--- src/rtl/can_bt_pkg.sv ---
package can_bt_pkg;

    localparam int BRP_LO_W = 6;
    localparam int BRP_HI_W = 4;
    localparam int BRP_W    = BRP_LO_W + BRP_HI_W;
    localparam int SJW_W    = 2;
    localparam int TS1_W    = 4;
    localparam int TS2_W    = 3;

    localparam int SJW_LSB  = BRP_LO_W;
    localparam int TS1_LSB  = SJW_LSB + SJW_W;
    localparam int TS2_LSB  = TS1_LSB + TS1_W;
    localparam int TIM_W    = TS2_LSB + TS2_W;

    typedef struct packed {
        logic [BRP_W-1:0] brp;
        logic [SJW_W-1:0] sjw;
        logic [TS1_W-1:0] ts1;
        logic [TS2_W-1:0] ts2;
    } bt_cfg_t;

    typedef enum logic [1:0] {
        BT_HALT = 2'd0,
        BT_SYNC = 2'd1,
        BT_SEG1 = 2'd2,
        BT_SEG2 = 2'd3
    } bt_state_e;

endpackage

--- src/rtl/bt_cfg_regs.sv ---
module bt_cfg_regs
    import can_bt_pkg::*;
#(
    parameter int DATA_W = 16
)
(
    input  logic              clk,
    input  logic              rst_n,
    input  logic              wr_i,
    input  logic              sel_i,
    input  logic [DATA_W-1:0] data_i,
    input  logic              init_i,
    input  logic              cce_i,
    output bt_cfg_t           cfg_o
);
    localparam logic [TIM_W-1:0] TIM_RST = TIM_W'(1) << TS1_LSB;

    logic [TIM_W-1:0]    timing_q;
    logic [BRP_HI_W-1:0] ext_q;
    logic                wr_ok;
    logic                unused_hi;

    assign wr_ok     = wr_i && init_i && cce_i;
    assign unused_hi = ^data_i[DATA_W-1:TIM_W];

    always_ff @(posedge clk or negedge rst_n) begin
        if (!rst_n) begin
            timing_q <= TIM_RST;
            ext_q    <= '0;
        end else if (wr_ok) begin
            if (sel_i) begin
                ext_q <= data_i[BRP_HI_W-1:0];
            end else begin
                timing_q <= data_i[TIM_W-1:0];
            end
        end
    end

    always_comb begin
        cfg_o.brp = {ext_q, timing_q[BRP_LO_W-1:0]};
        cfg_o.sjw = timing_q[SJW_LSB +: SJW_W];
        cfg_o.ts1 = timing_q[TS1_LSB +: TS1_W];
        cfg_o.ts2 = timing_q[TS2_LSB +: TS2_W];
    end


    cfg_hold_chk: assert property (@(posedge clk) disable iff (!rst_n)
        !(wr_i && init_i && cce_i) |=> ($stable(timing_q) && $stable(ext_q)));


    cfg_take_chk: assert property (@(posedge clk) disable iff (!rst_n)
        (wr_i && init_i && cce_i && !sel_i) |=> (timing_q == $past(data_i[TIM_W-1:0])));

endmodule

--- src/rtl/bt_prescaler.sv ---
module bt_prescaler #(
    parameter int CNT_W = 10
)
(
    input  logic             clk,
    input  logic             rst_n,
    input  logic             run_i,
    input  logic             restart_i,
    input  logic [CNT_W-1:0] div_m1_i,
    output logic             tick_o
);
    logic [CNT_W-1:0] pcnt_q;

    assign tick_o = run_i && (pcnt_q >= div_m1_i);

    always_ff @(posedge clk or negedge rst_n) begin
        if (!rst_n) begin
            pcnt_q <= '0;
        end else if (!run_i || restart_i || tick_o) begin
            pcnt_q <= '0;
        end else begin
            pcnt_q <= pcnt_q + CNT_W'(1);
        end
    end


    tick_gap_chk: assert property (@(posedge clk) disable iff (!rst_n)
        (tick_o && !restart_i && (div_m1_i != '0)) |=> !tick_o);

endmodule

--- src/rtl/bt_seg_fsm.sv ---
module bt_seg_fsm
    import can_bt_pkg::*;
#(
    parameter int Q_W = TS1_W + 2
)
(
    input  logic      clk,
    input  logic      rst_n,
    input  logic      halt_i,
    input  logic      tick_i,
    input  logic      fall_i,
    input  logic      idle_i,
    input  bt_cfg_t   cfg_i,
    output bt_state_e state_o,
    output logic      sample_o,
    output logic      bit_end_o,
    output logic      restart_o
);
    localparam logic [Q_W-1:0] ONE = Q_W'(1);

    bt_state_e      state_q, state_d;
    logic [Q_W-1:0] qcnt_q, t1_q, t2_q;
    logic           adj_q;
    logic [Q_W-1:0] s1_len, s2_len, sjw_len, elapsed, ext, floor2, t1_now, t2_now;
    logic           hsync, rsync, in_seg, seg1_done, seg2_done;

    always_comb begin
        s1_len    = Q_W'(cfg_i.ts1) + ONE;
        s2_len    = Q_W'(cfg_i.ts2) + ONE;
        sjw_len   = Q_W'(cfg_i.sjw) + ONE;
        elapsed   = qcnt_q + ONE;
        ext       = (elapsed < sjw_len) ? elapsed : sjw_len;
        floor2    = (s2_len > sjw_len) ? (s2_len - sjw_len) : '0;
        in_seg    = (state_q == BT_SEG1) || (state_q == BT_SEG2);
        hsync     = fall_i && idle_i && !halt_i && (state_q != BT_HALT);
        rsync     = fall_i && !idle_i && in_seg && !adj_q;
        t1_now    = (rsync && state_q == BT_SEG1) ? (t1_q + ext) : t1_q;
        t2_now    = (rsync && state_q == BT_SEG2) ?
                    ((elapsed > floor2) ? elapsed : floor2) : t2_q;
        seg1_done = tick_i && !hsync && (state_q == BT_SEG1) && (qcnt_q == t1_now - ONE);
        seg2_done = tick_i && !hsync && (state_q == BT_SEG2) && (qcnt_q >= t2_now - ONE);
    end

    always_comb begin
        state_d = state_q;
        unique case (state_q)
            BT_HALT: state_d = BT_SYNC;
            BT_SYNC: if (tick_i)    state_d = BT_SEG1;
            BT_SEG1: if (seg1_done) state_d = BT_SEG2;
            BT_SEG2: if (seg2_done) state_d = BT_SYNC;
            default: state_d = BT_HALT;
        endcase
        if (hsync)  state_d = BT_SYNC;
        if (halt_i) state_d = BT_HALT;
    end

    always_ff @(posedge clk or negedge rst_n) begin
        if (!rst_n) begin
            state_q <= BT_HALT;
        end else begin
            state_q <= state_d;
        end
    end

    always_ff @(posedge clk or negedge rst_n) begin
        if (!rst_n) begin
            qcnt_q <= '0;
            t1_q   <= '0;
            t2_q   <= '0;
            adj_q  <= 1'b0;
        end else begin
            if (!in_seg || hsync || (state_d != state_q)) begin
                qcnt_q <= '0;
            end else if (tick_i) begin
                qcnt_q <= qcnt_q + ONE;
            end
            if (!in_seg || hsync) begin
                t1_q  <= s1_len;
                t2_q  <= s2_len;
                adj_q <= 1'b0;
            end else if (rsync) begin
                t1_q  <= t1_now;
                t2_q  <= t2_now;
                adj_q <= 1'b1;
            end
        end
    end

    always_comb begin
        state_o   = state_q;
        sample_o  = seg1_done;
        bit_end_o = seg2_done;
        restart_o = hsync;
    end


    sample_to_seg2_chk: assert property (@(posedge clk) disable iff (!rst_n)
        (sample_o && !halt_i) |=> (state_q == BT_SEG2));


    bit_to_sync_chk: assert property (@(posedge clk) disable iff (!rst_n)
        (bit_end_o && !halt_i) |=> (state_q == BT_SYNC));


    hard_sync_chk: assert property (@(posedge clk) disable iff (!rst_n)
        hsync |=> ((state_q == BT_SYNC) && (qcnt_q == '0)));


    seg1_cap_chk: assert property (@(posedge clk) disable iff (!rst_n)
        (state_q == BT_SEG1) |-> (t1_q <= s1_len + sjw_len));


    seg2_floor_chk: assert property (@(posedge clk) disable iff (!rst_n)
        (state_q == BT_SEG2) |-> ((t2_q >= ONE) && (t2_q <= s2_len)));

endmodule

--- src/rtl/can_bit_timer.sv ---
module can_bit_timer
    import can_bt_pkg::*;
#(
    parameter int DATA_W = 16
)
(
    input  logic              clk,
    input  logic              rst_n,
    input  logic              cfg_wr,
    input  logic              cfg_sel,
    input  logic [DATA_W-1:0] cfg_wdata,
    input  logic              ctrl_init,
    input  logic              ctrl_cce,
    input  logic              rx_line,
    input  logic              bus_idle,
    output logic              tq_tick,
    output logic              sample_strobe,
    output logic              bit_end_strobe
);
    bt_cfg_t   cfg;
    bt_state_e state;
    logic      rx_d1, rx_d2, rx_fall, restart, run;

    always_ff @(posedge clk or negedge rst_n) begin
        if (!rst_n) begin
            rx_d1 <= 1'b1;
            rx_d2 <= 1'b1;
        end else begin
            rx_d1 <= rx_line;
            rx_d2 <= rx_d1;
        end
    end

    assign rx_fall = rx_d2 && !rx_d1;
    assign run     = (state != BT_HALT);

    bt_cfg_regs #(.DATA_W(DATA_W)) u_regs (
        .clk    (clk),
        .rst_n  (rst_n),
        .wr_i   (cfg_wr),
        .sel_i  (cfg_sel),
        .data_i (cfg_wdata),
        .init_i (ctrl_init),
        .cce_i  (ctrl_cce),
        .cfg_o  (cfg)
    );

    bt_prescaler #(.CNT_W(BRP_W)) u_presc (
        .clk       (clk),
        .rst_n     (rst_n),
        .run_i     (run),
        .restart_i (restart),
        .div_m1_i  (cfg.brp),
        .tick_o    (tq_tick)
    );

    bt_seg_fsm #(.Q_W(TS1_W + 2)) u_fsm (
        .clk       (clk),
        .rst_n     (rst_n),
        .halt_i    (ctrl_init),
        .tick_i    (tq_tick),
        .fall_i    (rx_fall),
        .idle_i    (bus_idle),
        .cfg_i     (cfg),
        .state_o   (state),
        .sample_o  (sample_strobe),
        .bit_end_o (bit_end_strobe),
        .restart_o (restart)
    );


    halt_quiet_chk: assert property (@(posedge clk) disable iff (!rst_n)
        ctrl_init |=> (!tq_tick && !sample_strobe && !bit_end_strobe));

endmodule

--- config.mk ---
export PLATFORM = sky130hd
export DESIGN_NAME = can_bit_timer
export DESIGN_NICKNAME = d
export VERILOG_FILES = /design/src/rtl/can_bt_pkg.sv /design/src/rtl/bt_cfg_regs.sv /design/src/rtl/bt_prescaler.sv /design/src/rtl/bt_seg_fsm.sv /design/src/rtl/can_bit_timer.sv
export SDC_FILE = /design/constraint.sdc
export NUM_CORES = 1
export LEC_CHECK = 0
export BUFFER_PORTS_ARGS = -buffer_cell sky130_fd_sc_hd__buf_4
export CORE_MARGIN = 4
export CORE_UTILIZATION = 60
export CTS_CLUSTER_DIAMETER = 150
export CTS_CLUSTER_SIZE = 28
export DETAILED_ROUTE_END_ITERATION = 8
export HOLD_SLACK_MARGIN = 0.02
export PLACE_DENSITY = 0.8
export SLEW_MARGIN = 10
export SYNTH_ARGS = -nofsm -noshare
export SYNTH_HDL_FRONTEND = slang
export SYNTH_SLANG_ARGS = --single-unit
--- constraint.sdc ---
create_clock -name clk -period 17.08 [get_ports clk]
set_clock_uncertainty 0.05 [all_clocks]
set_input_delay 4.27 -clock clk [delete_from_list [all_inputs] [get_ports clk]]
set_output_delay 4.27 -clock clk [all_outputs]
set_load 0.02 [all_outputs]
==> results.md <==
* Result of the run: completed
* Number of resized instances in the post-cts repair step at 0
* Synthesized area at 3750 µm²
* Fraction of the cycle the final worst path needs at 71.8%
* Dpl hpwl at 6290 µm
* Diode insertion count for antenna repair at 0
* Post-CTS Setup Repair Bufs at 0
* Area share of the largest cell type after synthesis at 32.7%
* Hold WC Path Type: reg2reg
* Slowest cell on crit path: sky130_fd_sc_hd__o41ai_1
* All-layer global routing usage at 22.8%
* Fraction of layout cells with a size suffix above 1 at 16.3%
* Critical Path Max Stage Delay at 0.52 ns
* Worst path cell trace: buf_4, nor4bb_1, nand3_1, o41ai_1, a31oi_1, ha_1, ha_1, a21o_1, a21o_1, a21o_1, a211oi_1, nor2_1, nor3b_1, buf_4
* Placer's final routability congestion estimate at 0.915
* Leakage at 1.90 nW
* Number of flops mapped to enable cells by yosys at 0
* Syn Inst Count at 390
* TritonRoute pass-1 iters at 4
* H-tree lvl count at 2
* Clk root buf: sky130_fd_sc_hd__clkbuf_8
* F_max at 81.6 MHz
* Antenna violations before repair at 0
* Met2 wire length at 3960 µm
* Sequential share of the synthesized area at 34.8%
* Async set or reset register ratio after synthesis at 100%
* Met1 wire length at 3560 µm
* Die outline area at 7580 µm²
* GR Overflow Total at 0
* Total CTS buffers at 5
* Worst rel slew slack at 40.0%
* Proportion of power drawn by the clock network at 15.5%
* Number of distinct library cells after synthesis at 62
* Maximum number of pins on one net before global-route repair at 53
* Type of destination of the critical path: primary output
* Total clock sinks at 52
* Startpoint-to-endpoint class of the critical path: in2out
* Antenna Nets Post-Route at 0
* Top-Level Pins at 27
* Total of buffers placed on input and output ports at 25
* Wire length of the first global-routing pass at 13900 µm
* TritonCTS clock tree: built
* Final Hold Slack at 0.338 ns
* Final number of max-transition violations at 0
* Synth top area cells: sky130_fd_sc_hd__dfrtp_1, sky130_fd_sc_hd__ha_1, sky130_fd_sc_hd__mux2_2
* Logic pwr share at 51.0%
* Total length of routed wires at 7890 µm
* Cell repeated most along the worst path: sky130_fd_sc_hd__a21o_1
* Max-cap check violation count at 0
* Most frequent cells after synthesis: sky130_fd_sc_hd__dfrtp_1, sky130_fd_sc_hd__ha_1, sky130_fd_sc_hd__nor2_1, sky130_fd_sc_hd__inv_1, sky130_fd_sc_hd__nand2_1
* Top Layer Used: met4
* Later-pin clock latency in the skew report at 0.31 ns
* Cell Rows at 28
* Hold bufs inserted after CTS at 0
* Horizontal die dimension at 87.1 µm
* Largest area contributor in the synthesized netlist: sky130_fd_sc_hd__dfrtp_1
* Final Hold Fails at 0
* CP required at 12.76 ns
* Avg WL per Cell at 16.1 µm
* Via count of the first global-routing pass at 2974
* Startpoint Class: input pin
* Switching Power at 0.000195 W
* Flop and latch count out of synthesis at 52
* Maximum root-to-sink buffer count at 2
* Unrepaired setup endpoints after global routing: no
* Worst VDD drop at 0.0606 mV
* Detailed-routed wire length on met3 at 239 µm
* Area inside the core boundary at 5990 µm²
* Ys flop type: sky130_fd_sc_hd__dfrtp_1
* Number of DRC violations after detailed-routing iteration 0 at 198
* Mean instance size in the synthesized netlist at 9.62 µm²
* Final Critical Period at 12.26 ns
* Ys Warns at 0
* Most frequent cell after synthesis: sky130_fd_sc_hd__dfrtp_1
* Final Net Count at 478
* Net switching fraction of the power at 41.3%
* Sequential power share at 33.5%
* Area added between synthesis and finish at 9.20%
* Drt drc at 0
* Reg clk slew, reported paths at 0.10 ns
* Overall via count from detail_route at 2918
* Die H at 87.1 µm
* Internal Pwr Total at 0.000277 W
* Maximum fanout along the worst path at 11
* Worst Tran Pin Value at 0.900 ns
* Initial Util at 62.6%
* Power density relative to cell area at 115 nW/µm²
* Total negative slack at 0 ns
* CP arrival at 7.94 ns
* Finish-stage setup viols at 0
* Via/cell ratio at 5.94
* Number of fillers in the final layout at 497
## state kept, by name, indices dropped and copies added, names as in the netlist
| signal | flops |
|---|---|
| rx_d1 | 1 |
| rx_d2 | 1 |
| u_fsm.adj_q | 1 |
| u_fsm.qcnt_q | 6 |
| u_fsm.state_o | 2 |
| u_fsm.t1_q | 6 |
| u_fsm.t2_q | 6 |
| u_presc.pcnt_q | 10 |
| u_regs.ext_q | 4 |
| u_regs.timing_q | 15 |
## critical path, delay by kind of cell
| kind | cells | cell delay, ns |
|---|---|---|
| AO/OA/AOI/OAI | 6 | 1.56 |
| AND/OR/NAND/NOR | 4 | 1.15 |
| adder cells (fa/ha/maj) | 2 | 0.64 |
| buffers and inverters | 2 | 0.32 |
## layer usage
| metal | up-vias | global-route usage (%) |
|---|---|---|
| met5 | - | 0 |
| met4 | 0 | 5.24 |
| met3 | 12 | 2.84 |
| met2 | 53 | 39.7 |
| met1 | 1401 | 30.3 |
| li1 | 1452 | - |
## cell usage in the layout, fill, tap and decap left out, types with 4 or more instances in the layout
cell                       instances
sky130_fd_sc_hd__xor2_1           18
sky130_fd_sc_hd__and3_1            6
sky130_fd_sc_hd__ha_1             38
sky130_fd_sc_hd__nand2_1          23
sky130_fd_sc_hd__mux2_2           20
sky130_fd_sc_hd__xnor2_1          18
sky130_fd_sc_hd__nor4_1            5
sky130_fd_sc_hd__inv_1            28
sky130_fd_sc_hd__mux2i_1           6
sky130_fd_sc_hd__nand2b_1          6
sky130_fd_sc_hd__nand3_1          16
sky130_fd_sc_hd__o21ai_0          20
sky130_fd_sc_hd__or2_2             4
sky130_fd_sc_hd__a21oi_1          10
sky130_fd_sc_hd__a22oi_1           5
sky130_fd_sc_hd__a211oi_1          4
sky130_fd_sc_hd__nor3_1           10
sky130_fd_sc_hd__clkbuf_8          5
sky130_fd_sc_hd__nor2_1           31
sky130_fd_sc_hd__buf_4            27
sky130_fd_sc_hd__nand4_1           4
sky130_fd_sc_hd__dfrtp_1          49
## power by group through the flow
stage | Clock [W] | Combinational, W | Sequential, W
final | 0.0000731 | 0.000241 | 0.000159
after global routing | 0.0000801 | 0.000272 | 0.000162
after CTS | 0.0000748 | 0.000238 | 0.000158
after detailed placement | 0 | 0.000236 | 0.000161
after global placement | 0 | 0.000226 | 0.000160
after floorplan | 0 | 0.000186 | 0.000155
## kinds of logic (layout without fill, tap and decap cells)
| logic type | Yosys count | count (layout) | synth area share (%) |
|---|---|---|---|
| AO/OA/AOI/OAI | 73 | 73 | 13.1 |
| XOR/XNOR | 39 | 39 | 10.2 |
| flip-flops | 52 | 52 | 34.8 |
| multiplexers | 26 | 26 | 7.60 |
| AND/OR/NAND/NOR | 122 | 122 | 17.0 |
| buffers and inverters | 38 | 63 | 4.00 |
| adder cells (fa/ha/maj) | 39 | 39 | 13.2 |
| other | 1 | 2 | 0.0999 |
## worst paths after layout
| check | from | to | slack, ns | depth (start not counted) |
|---|---|---|---|---|
| setup / recovery | bus_idle | bit_end_strobe | 4.82 | 14 |
| hold / removal | rx_d1 | rx_d2 | 0.34 | 0 |
| setup reg to reg | u_regs.timing_q[12] | u_fsm.state_o[1] | 11.13 | 22 |
| hold reg to reg | rx_d1 | rx_d2 | 0.34 | 0 |
| max in group asynchronous | rst_n | u_presc.pcnt_q[4] | 12.62 | 1 |
| min in group asynchronous | rst_n | u_fsm.t1_q[5] | 3.92 | 1 |
## layout make-up
cell class                 instances  area (µm²)  share of cell area, %
inverter                          28         105                   2.56
clock inverter                     2        17.5                  0.427
timing repair buffer              27         203                   4.95
sequential                        52        1310                   31.8
tap                               75        93.8                   2.29
multi-input combinational        301        2300                   56.2
clock buffer                       6        72.6                   1.77
## metrics by stage
stage | cells | power, W | worst slack [ns] | utilization, % | area, µm²
6_report | 491 | 0.000473 | 4.82 | 68.4 | 4100
5_1_grt | 491 | 0.000514 | 4.55 | 68.4 | 4100
4_1_cts | 491 | 0.000471 | 4.87 | 68.4 | 4100
3_5_place_dp | 483 | 0.000397 | 4.90 | 66.9 | 4010
3_3_place_gp | 483 | 0.000386 | 5.03 | 66.9 | 4010
2_1_floorplan | 391 | 0.000342 | 5.66 | - | 3760
Power figures use the tool's default switching activity.
